==> config.mk <==
export PLATFORM = sky130hd
export DESIGN_NAME = can_errwarn_txstat
export DESIGN_NICKNAME = d
export VERILOG_FILES = /design/src/rtl/can_stat_pkg.sv /design/src/rtl/warn_limit_reg.sv /design/src/rtl/err_warn_eval.sv /design/src/rtl/txbuf_flags.sv /design/src/rtl/can_errwarn_txstat.sv
export SDC_FILE = /design/constraint.sdc
export NUM_CORES = 1
export LEC_CHECK = 0
export CORE_ASPECT_RATIO = 1.2
export CORE_MARGIN = 1.5
export CORE_UTILIZATION = 35
export DETAILED_ROUTE_END_ITERATION = 16
export GPL_ROUTABILITY_DRIVEN = 0
export PLACE_DENSITY = 0.81
export SLEW_MARGIN = 25
export SYNTH_ARGS = -nofsm -noshare
export SYNTH_HDL_FRONTEND = slang
export SYNTH_SLANG_ARGS = --single-unit
export TNS_END_PERCENT = 5
==> constraint.sdc <==
create_clock -name clk -period 1.8 [get_ports clk]
set_input_delay 0.36 -clock clk [delete_from_list [all_inputs] [get_ports clk]]
set_output_delay 0.36 -clock clk [all_outputs]
set_load 0.05 [all_outputs]
==> src/rtl/can_stat_pkg.sv <==
package can_stat_pkg;
  localparam int unsigned TXB_NUM      = 3;
  localparam int unsigned ECNT_W       = 8;
  localparam int unsigned GRP_W        = 8;
  localparam logic [7:0]  WARN_LIM_RST = 8'd96;

  typedef struct packed {
    logic released;
    logic complete;
  } txb_flags_t;
endpackage

==> src/rtl/warn_limit_reg.sv <==
module warn_limit_reg #(
  parameter int unsigned W = 8,
  parameter logic [W-1:0] INIT = '0
) (
  input  logic         clk,
  input  logic         rst_n,
  input  logic         reset_mode,
  input  logic         wr_en,
  input  logic [W-1:0] wr_data,
  output logic [W-1:0] limit
);
  logic [W-1:0] lim_q;

  // Loads are accepted only while the controller sits in reset mode.
  always_ff @(posedge clk) begin
    if (!rst_n)                    lim_q <= INIT;
    else if (reset_mode && wr_en)  lim_q <= wr_data;
  end

  assign limit = lim_q;
endmodule

==> src/rtl/err_warn_eval.sv <==
module err_warn_eval #(
  parameter int unsigned W = 8
) (
  input  logic         clk,
  input  logic         rst_n,
  input  logic         reset_mode,
  input  logic [W-1:0] limit,
  input  logic [W-1:0] tx_cnt,
  input  logic [W-1:0] rx_cnt,
  input  logic         irq_en,
  output logic         err_status,
  output logic         warn_irq
);
  logic hit;
  logic es_q, irq_q;
  logic change;

  assign hit    = (tx_cnt >= limit) || (rx_cnt >= limit);
  assign change = !reset_mode && (hit != es_q);

  // Status is frozen in reset mode, so a new limit acts only after exit.
  always_ff @(posedge clk) begin
    if (!rst_n) begin
      es_q  <= 1'b0;
      irq_q <= 1'b0;
    end else begin
      if (change) es_q <= hit;
      irq_q <= change && irq_en;
    end
  end

  assign err_status = es_q;
  assign warn_irq   = irq_q;
endmodule

==> src/rtl/txbuf_flags.sv <==
module txbuf_flags
  import can_stat_pkg::*;
(
  input  logic       clk,
  input  logic       rst_n,
  input  logic       reset_mode,
  input  logic       req,
  input  logic       done,
  input  logic       sw_wr,
  output txb_flags_t flags,
  output logic       sw_wr_ok
);
  txb_flags_t st_q;

  always_ff @(posedge clk) begin
    if (!rst_n) begin
      st_q.released <= 1'b1;
      st_q.complete <= 1'b1;
    end else if (reset_mode) begin
      // Abort: release the buffer, keep the completion flag.
      st_q.released <= 1'b1;
    end else if (req && st_q.released) begin
      st_q.released <= 1'b0;
      st_q.complete <= 1'b0;
    end else if (done && !st_q.released) begin
      st_q.released <= 1'b1;
      st_q.complete <= 1'b1;
    end
  end

  assign flags    = st_q;
  assign sw_wr_ok = sw_wr && st_q.released;
endmodule

==> src/rtl/can_errwarn_txstat.sv <==
module can_errwarn_txstat
  import can_stat_pkg::*;
#(
  parameter int unsigned NBUF  = TXB_NUM,
  parameter int unsigned CW    = ECNT_W,
  parameter int unsigned GW    = GRP_W,
  parameter logic [CW-1:0] LIM_INIT = WARN_LIM_RST
) (
  input  logic           clk,
  input  logic           rst_n,
  input  logic           reset_mode,
  input  logic           lim_wr_en,
  input  logic [CW-1:0]  lim_wr_data,
  output logic [CW-1:0]  lim_rd,
  input  logic [CW-1:0]  tx_err_cnt,
  input  logic [CW-1:0]  rx_err_cnt,
  input  logic           warn_irq_en,
  output logic           err_status,
  output logic           warn_irq,
  input  logic [NBUF-1:0] tx_req,
  input  logic [NBUF-1:0] tx_done,
  input  logic [NBUF-1:0] buf_wr_en,
  output logic [NBUF-1:0] buf_wr_ok,
  output logic [NBUF-1:0] buf_released,
  output logic [NBUF-1:0] tx_complete,
  input  logic           gsr_rx_buf,
  input  logic           gsr_overrun,
  input  logic           gsr_rx_active,
  output logic [NBUF*GW-1:0] status_word
);
  localparam int unsigned USED_BITS = 5;
  localparam int unsigned PAD_BITS  = GW - USED_BITS;

  logic [CW-1:0] limit;

  warn_limit_reg #(.W(CW), .INIT(LIM_INIT)) u_lim (
    .clk        (clk),
    .rst_n      (rst_n),
    .reset_mode (reset_mode),
    .wr_en      (lim_wr_en),
    .wr_data    (lim_wr_data),
    .limit      (limit)
  );

  assign lim_rd = limit;

  err_warn_eval #(.W(CW)) u_eval (
    .clk        (clk),
    .rst_n      (rst_n),
    .reset_mode (reset_mode),
    .limit      (limit),
    .tx_cnt     (tx_err_cnt),
    .rx_cnt     (rx_err_cnt),
    .irq_en     (warn_irq_en),
    .err_status (err_status),
    .warn_irq   (warn_irq)
  );

  for (genvar b = 0; b < NBUF; b++) begin : g_buf
    txb_flags_t fl;

    txbuf_flags u_txb (
      .clk        (clk),
      .rst_n      (rst_n),
      .reset_mode (reset_mode),
      .req        (tx_req[b]),
      .done       (tx_done[b]),
      .sw_wr      (buf_wr_en[b]),
      .flags      (fl),
      .sw_wr_ok   (buf_wr_ok[b])
    );

    assign buf_released[b] = fl.released;
    assign tx_complete[b]  = fl.complete;
    assign status_word[b*GW +: GW] =
      {{PAD_BITS{1'b0}}, gsr_rx_active, gsr_overrun, gsr_rx_buf,
       fl.complete, fl.released};
  end
endmodule

==> results of run 1 <==
area by class of cell:
type / count / area [µm²] / share of cell area
sequential: 16 / 329 / 0.182
inverter: 10 / 37.5 / 0.0207
timing repair buffer: 64 / 619 / 0.342
clock buffer: 4 / 55.1 / 0.0304
tap: 37 / 46.3 / 0.0255
multi-input combinational: 101 / 726 / 0.400
stage by stage:
step           utilization  instance area (µm²)
2_1_floorplan            -                 1230
3_3_place_gp         0.509                 1680
3_5_place_dp         0.509                 1680
5_1_grt              0.548                 1810
6_report             0.548                 1810
4_1_cts              0.529                 1750
state kept, by name, indices dropped and copies added, names as in the netlist:
name and flops:
u_eval.err_status 1, g_buf.u_txb.flags 6, u_lim.limit 8, u_eval.warn_irq 1
logic make-up after synthesis:
kind of cell / after synthesis / synth area share
buffers and inverters: 39 / 0.208
other: 1 / 0.00314
adders and majority gates: 16 / 0.167
AOI/OAI and AO/OA: 31 / 0.186
DFF: 16 / 0.268
and+or+nand+nor: 45 / 0.167
power breakdown:
| part | switching, µW | internal (µW) |
|---|---|---|
| Combinational | 283 | 201 |
| Sequential | 19.8 | 378 |
| Clock | 124 | 194 |
layer usage:
layer / up-vias / track usage
met4: 0 / 0.0685
li1: 557 / -
met3: 7 / 0.0233
met1: 483 / 0.156
met2: 52 / 0.251
met5: - / 0
cells in the final DEF (no fill, tap or decap):
master / count
nand2_1: 27
dfxtp_1: 9
clkdlybuf4s50_1: 34
o211ai_1: 2
o21ai_0: 7
nor2_1: 4
a21oi_1: 4
a21boi_0: 9
o31ai_2: 1
buf_12: 3
nor2b_1: 2
ha_4: 3
dfxtp_2: 7
dlygate4sd2_1: 1
a211oi_2: 2
and2_1: 4
a31o_2: 1
nand3_1: 2
nand3_2: 1
buf_4: 23
nand2b_4: 2
nand4_1: 3
a221oi_2: 1
ha_1: 13
inv_1: 10
a21oi_2: 3
dlymetal6s2s_1: 3
clkbuf_8: 4
conb_1: 9
a41oi_1: 1
path summary, 6_finish.rpt:
kind | startpoint | to | depth (start not counted)
worst min register to register | u_lim.limit[2] | u_lim.limit[2] | 2
worst min-delay path | u_lim.limit[2] | u_lim.limit[2] | 2
worst max-delay path | rx_err_cnt[6] | u_eval.warn_irq | 7
worst max register to register | u_lim.limit[2] | u_eval.warn_irq | 7
worst min-delay path: stages (launching register included):
cell      delay [ns]
dfxtp_2         0.33
nand2_1         0.05
a21boi_0        0.06
repair_timing:
action	4_1_cts	5_1_grt
pin swaps	5	6
setup endpoints to repair	1	2
resized for setup	4	9
==> run summary, run 1 <==
antenna violations before repair -> 0
Hold WC Path Type -> reg -> reg
R2R setup slack -> 0.14 ns
Initial Utilization -> 0.361
vias in the first global route -> 1,032
Hold Fails Final Rpt -> 0
DR vias/cell -> 4.74
# clock sinks -> 16
Crit path required time -> 1.95 ns
unrepaired setup endpoints after global routing -> no
Primary FF master, synth -> dfxtp_1
io pins -> 84
min cycle time layout -> 1.72 ns
Post-Layout Cell Count -> 232
antenna-violating nets left -> 0
CTS Root Cell -> clkbuf_8
Synth Register Bits -> 16
core area -> 0.00331 mm²
top cell type by total area after synthesis -> dfxtp_1
Final setup viols -> 0
setup TNS -> 0 ns
M1 WL -> 1100 µm
Clock Tree Buf Depth -> 2
Die X -> 56.4 µm
sequential area share after synthesis -> 0.268
Post-Syn Instances -> 148
critical path's top delay family -> compound AO/OA/AOI/OAI gates
first-pass GRT wire length -> 4160 µm
hold_buf cts -> 0
synth cell count leaders -> 27 x buf_4, 27 x nand2_1, 16 x dfxtp_1, 16 x ha_1, 10 x inv_1
insertion delay to the later sink of the worst-skew pair -> 0.25 ns
CTS tree -> done
Rows -> 23
worst path buffer plus inverter count -> 1
CP peak stage delay -> 0.50 ns
period utilization -> 0.957
initial detailed-routing violation count -> 24
yosys warns -> 0
critical path's slowest cell -> clkdlybuf4s50_1
asr flop ratio synth -> 0
CP Class -> in -> reg
max layer used -> met4
CP max FO -> 3
LEAKAGE -> 0.000814 µW
count of cell types in the netlist -> 23
worst slack, placed -> -0.320 ns
clock slew at reported path FFs -> 0.06 ns
Mean Syn Cell Area -> 8.08 µm²
Cell Pwr Density -> 662 mW/mm²
nets@finish -> 253
status -> finished, final reports clean
# H-tree levels -> 1
Post-Syn Area -> 0.00120 mm²
n_diodes -> 0
area fraction of the dominant cell type after synthesis -> 0.268
PortBufs -> 62
Synth area leaders -> dfxtp_1 27%, buf_4 17%, ha_1 17%, nand2_1 8.5%, a21boi_0 5.6%
VDD IR max -> 0.460 mV
worst-path cell chain -> clkdlybuf4s50_1 -> ha_4 -> a21oi_1 -> nand2_1 -> a221oi_2 -> a31o_2 -> a21oi_2
total track usage -> 0.139
Detailed Routing Iterations Pass 1 -> 4
Fin Hold WS -> 0.480 ns
Vias -> 1,099
total power -> 1200 µW
Cells after DPL -> 228
hpwl dp -> 2200 µm
# Post-CTS Setup Buffers -> 0
met3 WL post-DR -> 171 µm
die outline area -> 0.00378 mm²
CP endpoint kind -> flop
fin. max-slew vios -> 0
Num CTS Buffers -> 3
Max-cap violations -> 0
Post-synth EDFFs -> 0
CP Launch Type -> input port
maximum operating frequency -> 0.581 GHz
die height -> 67.0 µm
largest net degree at the start of global routing -> 13
WL final -> 2800 µm
clk_skew -> 0.000670 ns
Avg WL per Cell -> 12.1 µm
fin worst setup slack -> 0.0783 ns
CP arrival -> 1.87 ns
layout cell share with drive strength beyond 1 -> 0.262
DR WL met2 -> 1470 µm
Syn-to-layout area delta -> 51.6%
# DRC -> 0
Overflow after GRT -> 0
# fillers -> 298
(Power assumes the default switching activity.)
==> inputs of run 2 (changes only) <==
- SKIP_CTS_REPAIR_TIMING: unset -> 1
==> run 2 against run 1 <==
Global-route usage shrank 0.12 points. Critical path type unchanged. Highest routed layer unchanged. Non-clock buffer count is the same. Via count is the same.
==> run summary, run 2 (synthesis gave the netlist of run 1 again) <==
Hold WC Path Type -> reg -> reg
die height -> 67.0 µm
insertion delay to the later sink of the worst-skew pair -> 0.25 ns
PortBufs -> 62
hpwl dp -> 2200 µm
switching share of power -> 0.356
min cycle time layout -> 1.73 ns
vias in the first global route -> 1,026
CP arrival -> 1.87 ns
R2R setup slack -> 0.16 ns
antenna-violating nets left -> 0
logic gate share of total power -> 0.403
largest net degree at the start of global routing -> 13
Initial Utilization -> 0.361
initial detailed-routing violation count -> 31
CP Class -> in -> reg
Post-Layout Cell Count -> 232
antenna violations before repair -> 0
Clock Tree Buf Depth -> 2
Detailed Routing Iterations Pass 1 -> 4
most common cell after layout, fill and taps aside -> clkdlybuf4s50_1
CTS Root Cell -> clkbuf_8
LEAKAGE -> 0.000821 µW
Vias -> 1,099
Crit path required time -> 1.95 ns
Final setup viols -> 0
# H-tree levels -> 1
CP max FO -> 3
CP Launch Type -> input port
Cells after DPL -> 228
die outline area -> 0.00378 mm²
total power -> 1200 µW
Num CTS Buffers -> 3
status -> finished, final reports clean
n_diodes -> 0
internal power -> 773 µW
io pins -> 84
Max-cap violations -> 0
Avg WL per Cell -> 12.1 µm
CTS tree -> done
NetSw -> 428 µW
period utilization -> 0.958
CP endpoint kind -> flop
nets@finish -> 253
Hold Fails Final Rpt -> 0
Die X -> 56.4 µm
max reg flops -> 8
Syn-to-layout area delta -> 51.9%
DR vias/cell -> 4.74
Rows -> 23
Cell Pwr Density -> 661 mW/mm²
clock slew at reported path FFs -> 0.06 ns
Seq pwr share -> 0.331
fin. max-slew vios -> 0
layout cell share with drive strength beyond 1 -> 0.262
commonest non-fill, non-tap cells in the layout -> 34 x clkdlybuf4s50_1, 27 x nand2_1, 23 x buf_4, 13 x ha_1, 10 x inv_1
maximum operating frequency -> 0.580 GHz
core area -> 0.00331 mm²
# DRC -> 0
WL final -> 2810 µm
Overflow after GRT -> 0
VDD IR max -> 0.460 mV
clk_skew -> 0.000491 ns
first-pass GRT wire length -> 4140 µm
total track usage -> 0.137
# clock sinks -> 16
Clk pwr share -> 0.266
## run 2: cell count changes in the layout (fill, tap and decap cells not counted)
cell and delta:
dlygate4sd2_1 -1, dlymetal6s2s_1 +1
## run 2: power by group through the flow
stage | Sequential (µW) | Clock (µW) | Combinational, µW
2_1_floorplan | 480 | 0 | 294
5_1_grt | 402 | 346 | 515
3_3_place_gp | 406 | 0 | 456
6_report | 398 | 319 | 484
4_1_cts | 398 | 328 | 466
3_5_place_dp | 406 | 0 | 463
## run 2: layout make-up
type | count | area, µm²
clock buffers | 4 | 55.1
fillers | 298 | 1490
inverters | 10 | 37.5
multi-input cells | 101 | 726
flip-flops and latches | 16 | 329
well taps | 37 | 46.3
repair buffers | 64 | 623
## run 2: final timing paths
check,from,endpoint,cells after the start
setup / recovery,rx_err_cnt[1],u_eval.warn_irq,7
hold / removal,u_lim.limit[2],u_lim.limit[2],2
setup reg to reg,u_lim.limit[0],u_eval.warn_irq,7
hold reg to reg,u_lim.limit[2],u_lim.limit[2],2
## run 2: through the flow
stage | hold slack, ns | TNS [ns] | worst slack [ns] | util | area [µm²]
after floorplan | 0.476 | 0 | 0.000437 | - | 1230
after global placement | 0.459 | -0.411 | -0.230 | 0.509 | 1680
after detailed placement | 0.471 | -0.561 | -0.320 | 0.509 | 1680
after CTS | 0.482 | -0.0749 | -0.0749 | 0.525 | 1740
after global routing | 0.502 | -0.00375 | -0.00375 | 0.549 | 1820
final | 0.480 | 0 | 0.0748 | 0.549 | 1820
## run 2: worst max-delay path, cell delays in order
cell	delay, ns
clkdlybuf4s50_1	0.41
ha_1	0.29
a21oi_2	0.15
nor2b_1	0.07
o31ai_2	0.33
a31o_2	0.22
a21oi_2	0.05
## run 2: layer usage
layer | global-route usage | part of all wire | up-vias | wire (µm)
met5 | 0 | 0 | - | 0
met4 | 0.0595 | 0.019 | 0 | 53
met3 | 0.0214 | 0.057 | 7 | 159
met2 | 0.253 | 0.53 | 48 | 1490
met1 | 0.156 | 0.39 | 488 | 1110
li1 | - | - | 556 | -
